<file path="src/rtl/rtim_pkg.sv">
package rtim_pkg;
  localparam int RATE_W   = 3;
  localparam int NUM_TAPS = 1 << RATE_W;

  localparam int FLAG_BIT = 7;
  localparam int RATE_LSB = 4;
  localparam int ACK_BIT  = 3;
  localparam int IE_BIT   = 2;
  localparam int RUN_BIT  = 1;

  // period exponent for each rate code
  function automatic int tap_exp(input int code);
    case (code)
      0:       return 15;
      1:       return 13;
      2:       return 11;
      3:       return 10;
      4:       return 9;
      5:       return 7;
      6:       return 3;
      default: return 1;
    endcase
  endfunction

  function automatic int widest_tap();
    int m;
    m = 1;
    for (int i = 0; i < NUM_TAPS; i++) begin
      if (tap_exp(i) > m) m = tap_exp(i);
    end
    return m;
  endfunction
endpackage

</file>
<file path="src/rtl/rtim_divider.sv">
module rtim_divider #(
  parameter int CNT_W  = rtim_pkg::widest_tap(),
  parameter int RATE_W = rtim_pkg::RATE_W
) (
  input  logic              clk,
  input  logic              rst_n,
  input  logic              run,
  input  logic [RATE_W-1:0] rate,
  output logic [CNT_W-1:0]  count,
  output logic              rollover
);
  localparam int NTAP = 1 << RATE_W;

  logic [CNT_W-1:0] cnt_q, cnt_d;
  logic [NTAP-1:0]  tap_full;

  for (genvar i = 0; i < NTAP; i++) begin : g_tap
    localparam int E = rtim_pkg::tap_exp(i);
    assign tap_full[i] = &cnt_q[E-1:0];
  end

  always_comb begin
    cnt_d = run ? cnt_q + 1'b1 : '0;
  end

  always_ff @(posedge clk or negedge rst_n) begin
    if (!rst_n) cnt_q <= '0;
    else        cnt_q <= cnt_d;
  end

  assign rollover = run & tap_full[rate];
  assign count    = cnt_q;
endmodule

</file>
<file path="src/rtl/rtim_regs.sv">
module rtim_regs #(
  parameter int DATA_W = 8,
  parameter int RATE_W = rtim_pkg::RATE_W
) (
  input  logic              clk,
  input  logic              rst_n,
  input  logic              sel,
  input  logic              wr,
  input  logic [DATA_W-1:0] wdata,
  input  logic              rollover,
  output logic [RATE_W-1:0] rate,
  output logic              ie,
  output logic              run,
  output logic              flag,
  output logic [DATA_W-1:0] rdata
);
  import rtim_pkg::*;

  logic              wr_en;
  logic              ack;
  logic [RATE_W-1:0] rate_q, rate_d;
  logic              ie_q, ie_d, run_q, run_d, flag_q, flag_d;

  assign wr_en = sel & wr;
  assign ack   = wr_en & wdata[ACK_BIT];

  always_comb begin
    rate_d = rate_q;
    ie_d   = ie_q;
    run_d  = run_q;
    if (wr_en) begin
      rate_d = wdata[RATE_LSB +: RATE_W];
      ie_d   = wdata[IE_BIT];
      run_d  = wdata[RUN_BIT];
    end
    if (rollover)  flag_d = 1'b1;
    else if (ack)  flag_d = 1'b0;
    else           flag_d = flag_q;
  end

  always_ff @(posedge clk or negedge rst_n) begin
    if (!rst_n) begin
      rate_q <= '0;
      ie_q   <= 1'b0;
      run_q  <= 1'b0;
      flag_q <= 1'b0;
    end else begin
      rate_q <= rate_d;
      ie_q   <= ie_d;
      run_q  <= run_d;
      flag_q <= flag_d;
    end
  end

  always_comb begin
    rdata = '0;
    rdata[FLAG_BIT]               = flag_q;
    rdata[RATE_LSB +: RATE_W]     = rate_q;
    rdata[IE_BIT]                 = ie_q;
    rdata[RUN_BIT]                = run_q;
  end

  assign rate = rate_q;
  assign ie   = ie_q;
  assign run  = run_q;
  assign flag = flag_q;
endmodule

</file>
<file path="src/rtl/rate_tick_irq.sv">
module rate_tick_irq #(
  parameter int          ADDR_W   = 8,
  parameter int          DATA_W   = 8,
  parameter logic [7:0]  REG_ADDR = 8'h1C
) (
  input  logic              clk,
  input  logic              rst_n,
  input  logic [ADDR_W-1:0] bus_addr,
  input  logic              bus_wr,
  input  logic [DATA_W-1:0] bus_wdata,
  output logic [DATA_W-1:0] bus_rdata,
  output logic              irq
);
  localparam int RATE_W = rtim_pkg::RATE_W;
  localparam int CNT_W  = rtim_pkg::widest_tap();

  logic [1:0]        rst_pipe;
  logic              rst_sync_n;
  logic              hit;
  logic [RATE_W-1:0] rate;
  logic              ie, run, flag, rollover;
  logic [CNT_W-1:0]  count;
  logic [DATA_W-1:0] reg_val;

  always_ff @(posedge clk or negedge rst_n) begin
    if (!rst_n) rst_pipe <= 2'b00;
    else        rst_pipe <= {rst_pipe[0], 1'b1};
  end
  assign rst_sync_n = rst_pipe[1];

  assign hit = (bus_addr == REG_ADDR[ADDR_W-1:0]);

  rtim_divider #(.CNT_W(CNT_W), .RATE_W(RATE_W)) u_div (
    .clk      (clk),
    .rst_n    (rst_sync_n),
    .run      (run),
    .rate     (rate),
    .count    (count),
    .rollover (rollover)
  );

  rtim_regs #(.DATA_W(DATA_W), .RATE_W(RATE_W)) u_regs (
    .clk      (clk),
    .rst_n    (rst_sync_n),
    .sel      (hit),
    .wr       (bus_wr),
    .wdata    (bus_wdata),
    .rollover (rollover),
    .rate     (rate),
    .ie       (ie),
    .run      (run),
    .flag     (flag),
    .rdata    (reg_val)
  );

  assign bus_rdata = hit ? reg_val : '0;
  assign irq       = flag & ie;
endmodule

</file>
<file path="config.mk">
export PLATFORM = sky130hd
export DESIGN_NAME = rate_tick_irq
export DESIGN_NICKNAME = d
export VERILOG_FILES = /design/src/rtl/rtim_pkg.sv /design/src/rtl/rtim_divider.sv /design/src/rtl/rtim_regs.sv /design/src/rtl/rate_tick_irq.sv
export SDC_FILE = /design/constraint.sdc
export NUM_CORES = 1
export LEC_CHECK = 0
export BUFFER_PORTS_ARGS = -buffer_cell sky130_fd_sc_hd__buf_4
export CAP_MARGIN = 10
export CORE_MARGIN = 3
export CORE_UTILIZATION = 56
export CTS_BUF_LIST = sky130_fd_sc_hd__clkbuf_2
export CTS_CLUSTER_SIZE = 25
export DETAILED_ROUTE_END_ITERATION = 10
export PLACE_DENSITY_LB_ADDON = 0.15
export SLEW_MARGIN = 20
export SYNTH_ARGS = -nofsm -noshare
export SYNTH_HDL_FRONTEND = slang
export SYNTH_HIERARCHICAL = 1
export SYNTH_SLANG_ARGS = --single-unit
</file>
<file path="constraint.sdc">
create_clock -name clk -period 1.2 [get_ports clk]
set_clock_uncertainty 0.15 [all_clocks]
set_input_delay 0.06 -clock clk [delete_from_list [all_inputs] [get_ports clk]]
set_output_delay 0.06 -clock clk [all_outputs]
set_load 0.05 [all_outputs]
</file>
==> results of run 1 <==
-- repair_timing --
item / 4_1_cts
endpoints found under the hold margin: 8
buffers inserted: 10
setup endpoints to repair: 20
hold buffers: 9
gates resized for setup: 36
pin swaps: 13
-- through the flow --
stage | std cells | hold WS (ns)
2_1_floorplan | 127 | -0.386
3_3_place_gp | 199 | -0.308
3_5_place_dp | 199 | -0.307
4_1_cts | 222 | 0.0747
-- cells by family after synthesis --
group	count (synthesis)	share of synthesized area (%)
flip-flops	23	42.2
adder cells (fa/ha/maj)	3	2.76
multiplexers	7	5.60
AND/OR/NAND/NOR	51	29.8
buffers and inverters	22	8.91
AO/OA/AOI/OAI	9	4.32
other	2	0.551
XOR/XNOR	9	5.79
==> out/summary.txt, run 1 <==
Largest net degree at the start of global routing - 22
Count of buffers from port buffering - 23
Clock root buffer - sky130_fd_sc_hd__clkbuf_2
Worst setup endpoint GRT - u_regs/flag$_DFFE_PN0P_/D
Post-synthesis cell type with the largest combined area - sky130_fd_sc_hd__dfrtp_1
Worst ep type - sequential cell input
First error in the log - [ERROR DPL-0033] detailed placement checks failed during check placement.
Die Wd - 55.3 um
Dominant cells by area after synthesis - sky130_fd_sc_hd__dfrtp_1 (42%), sky130_fd_sc_hd__and2_1 (6.4%), sky130_fd_sc_hd__nor3_2 (5.9%)
FF+latch count, synth - 23
Number of standard cells after synthesis - 126
Height of the chip - 55.3 um
Post-synthesis average cell area - 10.8 um2
Number of synthesized flops with an enable pin - 0
Num CTS Buffers - 3
Sequential cell area fraction in the yosys report - 42.2%
Initial antenna violation count - 0
Detailed-placement wirelength estimate - 2260 um
Max Root-Sink Buffers - 2
Clock sink count - 23
Syn Std Cell Area - 1360 um2
Post-synth top area share - 42.2%
Row cnt - 17
Minimum setup slack after placement - -0.480 ns
Number of placed I/O pins - 28
Count of unique library cells instantiated by Yosys - 35
Yosys Warn Count - 6
Starting Density - 60.4%
Share of flip-flops with an asynchronous set or reset - 100%
Run status - aborted with a tool error
Final estimated routing congestion in global placement - 0.766
Commonest cells in the netlist - sky130_fd_sc_hd__dfrtp_1 (23), sky130_fd_sc_hd__and2_1 (14), sky130_fd_sc_hd__inv_1 (11), sky130_fd_sc_hd__buf_4 (8), sky130_fd_sc_hd__nor3_2 (8)
Top FF cell, synth - sky130_fd_sc_hd__dfrtp_1
Maximum level of the CTS H-tree - 1
Area after detailed placement - 1780 um2
Most repeated cell in the gate-level netlist after synthesis - sky130_fd_sc_hd__dfrtp_1
Last step reached - global routing (5_1_grt)
==> inputs of run 2 (changes only) <==
--- a/config.mk
+++ b/config.mk
@@ -7,11 +7,9 @@
 export LEC_CHECK = 0
 export BUFFER_PORTS_ARGS = -buffer_cell sky130_fd_sc_hd__buf_4
 export CAP_MARGIN = 10
-export CORE_MARGIN = 3
-export CORE_UTILIZATION = 56
-export CTS_BUF_LIST = sky130_fd_sc_hd__clkbuf_2
-export CTS_CLUSTER_SIZE = 25
+export CORE_AREA = 3 3 64 66
 export DETAILED_ROUTE_END_ITERATION = 10
+export DIE_AREA = 0 0 67 69
 export PLACE_DENSITY_LB_ADDON = 0.15
 export SLEW_MARGIN = 20
 export SYNTH_ARGS = -nofsm -noshare
==> run 2 against run 1 <==
Compared with the run above:
- the flow now finishes, with violations (setup timing)
- synthesized area is the same
- synthesized cell count is the same
==> out/summary.txt, run 2 <==
Run status - finished, violations left
Violated checks - setup timing
Most repeated cell in the gate-level netlist after synthesis - sky130_fd_sc_hd__dfrtp_1
Flip-flop count of the largest register, all copies and words added - 15
Largest net degree at the start of global routing - 22
Final-layout setup total negative slack - -5.48 ns
Post-layout minimum cycle time - 1.67 ns
Share of flip-flops with an asynchronous set or reset - 100% (unchanged)
Smallest hold slack - 0.0545 ns
Initial antenna violation count - 0
Final Max Slew Viols - 0
Number of violations reported at the end of detailed-routing iteration 0 - 9
Highest Clock Rate - 600 MHz
Post-synthesis average cell area - 10.8 um2 (unchanged)
Max Root-Sink Buffers - 2 (unchanged)
Most common library cell in the layout ignoring fill and taps - sky130_fd_sc_hd__buf_4
Largest stage delay on the critical path - 0.41 ns
Family of cells with the greatest summed delay on the critical path - flip-flops
Multi-input logic area - 822 um2
Highest-delay cell along the critical path - sky130_fd_sc_hd__dfrtp_1
FF-to-FF path depth - 8
Number of placed I/O pins - 28 (unchanged)
Number of placed instances, taps included - 214 (+7.5%)
Share of final-layout standard cells stronger than drive strength 1 - 53.4%
Starting Density - 37.5% (-23 points)
Final estimated routing congestion in global placement - 0.740 (-3.4%)
Avg Vias per Cell - 4.48
Most frequent cells in the layout - sky130_fd_sc_hd__buf_4 (45), sky130_fd_sc_hd__dfrtp_1 (21), sky130_fd_sc_hd__buf_6 (13)
Clock latency of the later-clocked register in the worst-skew pair - 0.26 ns
Dominant cells by area after synthesis - sky130_fd_sc_hd__dfrtp_1 (42%), sky130_fd_sc_hd__and2_1 (6.4%), sky130_fd_sc_hd__nor3_2 (5.9%)
Minimum setup slack after placement - -0.520 ns (-0.0408 ns)
Syn Std Cell Area - 1360 um2 (unchanged)
Number of nets with antenna violations after routing - 0
Startpoint type of the worst setup path - flop
CP required - 1.20 ns
Arrival time at the worst endpoint - 1.66 ns
Final global-route overflow total - 0
Post-synth top area share - 42.2% (unchanged)
Clock tree from TritonCTS - yes
Number of synthesized flops with an enable pin - 0 (unchanged)
Count of unique library cells instantiated by Yosys - 35 (unchanged)
Maximum level of the CTS H-tree - 1 (unchanged)
Count of buffers from port buffering - 23 (unchanged)
Total via count after detailed routing - 1,061
FF+latch count, synth - 23 (unchanged)
Post-layout worst setup margin - -0.468 ns
Leakage component of the power - 1.13 nW
Number of diodes - 0
Post-route insts no fill - 237
Start point of the critical path - u_div/count[1]$_DFF_PN0_
First-pass detailed-route iteration total - 2
Cells along the critical path - ha_4 -> buf_4 -> ha_1 -> mux2i_1 -> nand3_1 -> nand2_1 -> a311oi_1 -> a21o_1
Maximum resistive drop on vdd - 571 uV
Wire length of the first global-routing pass - 5010 um
DIE AREA - 4620 um2
Top FF cell, synth - sky130_fd_sc_hd__dfrtp_1
Sequential cell area fraction in the yosys report - 42.2% (unchanged)
Area added between synthesis and finish - 58.6%
Total setup violations reported at the end of the flow - 24
Endpoint kind of the worst setup timing path - flop
Core area - 3630 um2
Depth of the critical timing path with buffers and inverters included - 8
Post-synthesis cell type with the largest combined area - sky130_fd_sc_hd__dfrtp_1
Hold Vio Cnt, Final - 0
Row cnt - 22 (+5)
Worst setup path class - flop to flop
Clock root buffer - sky130_fd_sc_hd__clkbuf_8
CTS clock-pin slew for the worst setup and hold paths - 0.08 ns
Cell Pwr Density - 667 nW/um2
Transition time of the tightest slew-check pin - 0.825 ns
Max_slew headroom - 44.7%
Reg-to-reg setup timing slack - -0.47 ns
Worst-path fanout max - 2
Clock sink count - 23 (unchanged)
Final wirelength - 2940 um
Global routing usage summed across all routing layers - 14.0%
Num CTS Buffers - 3 (unchanged)
Die Wd - 67 um (+21%)
Detail-routed net length per standard cell - 12.4 um
Count of nets after finishing - 212
Number of filler instances in the final layout - 325
Footprint of the flip-flops and latches - 578 um2
Yosys Warn Count - 6 (unchanged)
Number of standard cells after synthesis - 126 (unchanged)
Max-cap violation count - 0
Commonest cells in the netlist - sky130_fd_sc_hd__dfrtp_1 (23), sky130_fd_sc_hd__and2_1 (14), sky130_fd_sc_hd__inv_1 (11), sky130_fd_sc_hd__buf_4 (8), sky130_fd_sc_hd__nor3_2 (8)
Detailed-placement wirelength estimate - 2140 um (-5.3%)
Final worst path period share - 139%
Worst R2R End - u_regs/flag$_DFFE_PN0P_
Height of the chip - 69 um (+25%)
Sum of buffers and inverters on the critical path - 1
Worst r2r src - u_div/count[1]$_DFF_PN0_
Setup repair after global routing missed its margin - true
Number of global-route vias before repair - 1,146
Number of remaining DRC errors - 0
Type of the worst min-delay path - flop to asynchronous set/reset pin
-- run 2: cell counts after synthesis --
Identical to the previous run, type by type.
-- run 2: worst max-delay path by stage --
stage | to | slack (ns)
detailed placement | u_regs/flag$_DFFE_PN0P_ | -0.52
floorplan | u_regs/flag$_DFFE_PN0P_ | -0.52
global route | u_regs/flag$_DFFE_PN0P_ | -0.58
finish | u_regs/flag$_DFFE_PN0P_ | -0.47
global placement | u_regs/flag$_DFFE_PN0P_ | -0.44
CTS | u_regs/flag$_DFFE_PN0P_ | -0.50
-- run 2: where the power goes --
| group | total (mW) | leakage (nW) | internal (mW) | switching (mW) |
|---|---|---|---|---|
| Sequential | 0.805 | 0.312 | 0.790 | 0.0151 |
| Clock | 0.459 | 0.0228 | 0.236 | 0.223 |
| Combinational | 0.178 | 0.793 | 0.104 | 0.0736 |
| Total | 1.44 | 1.13 | 1.13 | 0.311 |
-- run 2: repair_timing --
action | CTS | global route
endpoints found under the hold margin | 8 | 0
hold buffers | 9 | 0
pin swaps | 9 | 7
gates resized for setup | 30 | 10
setup endpoints to repair | 25 | 25
buffers inserted | 8 | 2
-- run 2: area by class of cell --
cell class	instances	share of cell area [%]
inverter	11	2.14
multi-input combinational	82	38.0
timing repair buffer	69	28.2
tap	48	2.78
clock buffer	4	2.08
sequential	23	26.8
-- run 2: metal layers --
metal  GRT usage (%)  vias up  wire, um
li1                -      542         -
met1            16.2      502      1170
met2            25.8       15      1650
met3            1.47        2        94
met4            4.73        0        24
met5               0        -         0
-- run 2: per-stage QoR --
| stage | instance area, um2 | power (mW) | util, % |
|---|---|---|---|
| finish | 2160 | 1.44 | 59.5 |
| global route | 2160 | 1.52 | 59.5 |
| CTS | 2110 | 1.47 | 58.0 |
| detailed placement | 1770 | 0.952 | 48.8 |
| global placement | 1770 | 0.946 | 48.8 |
| floorplan | 1420 | 0.895 | - |
-- run 2: kinds of logic (layout without fill, tap and decap cells) --
logic type | count (synthesis) | in the layout | synth area share (%)
AO/OA/AOI/OAI | 9 | 9 | 4.32
XOR/XNOR | 9 | 9 | 5.79
adder cells (fa/ha/maj) | 3 | 3 | 2.76
buffers and inverters | 22 | 84 | 8.91
flip-flops | 23 | 23 | 42.2
multiplexers | 7 | 7 | 5.60
other | 2 | 3 | 0.551
AND/OR/NAND/NOR | 51 | 51 | 29.8
Note: power is estimated with default switching activity, not from simulation.
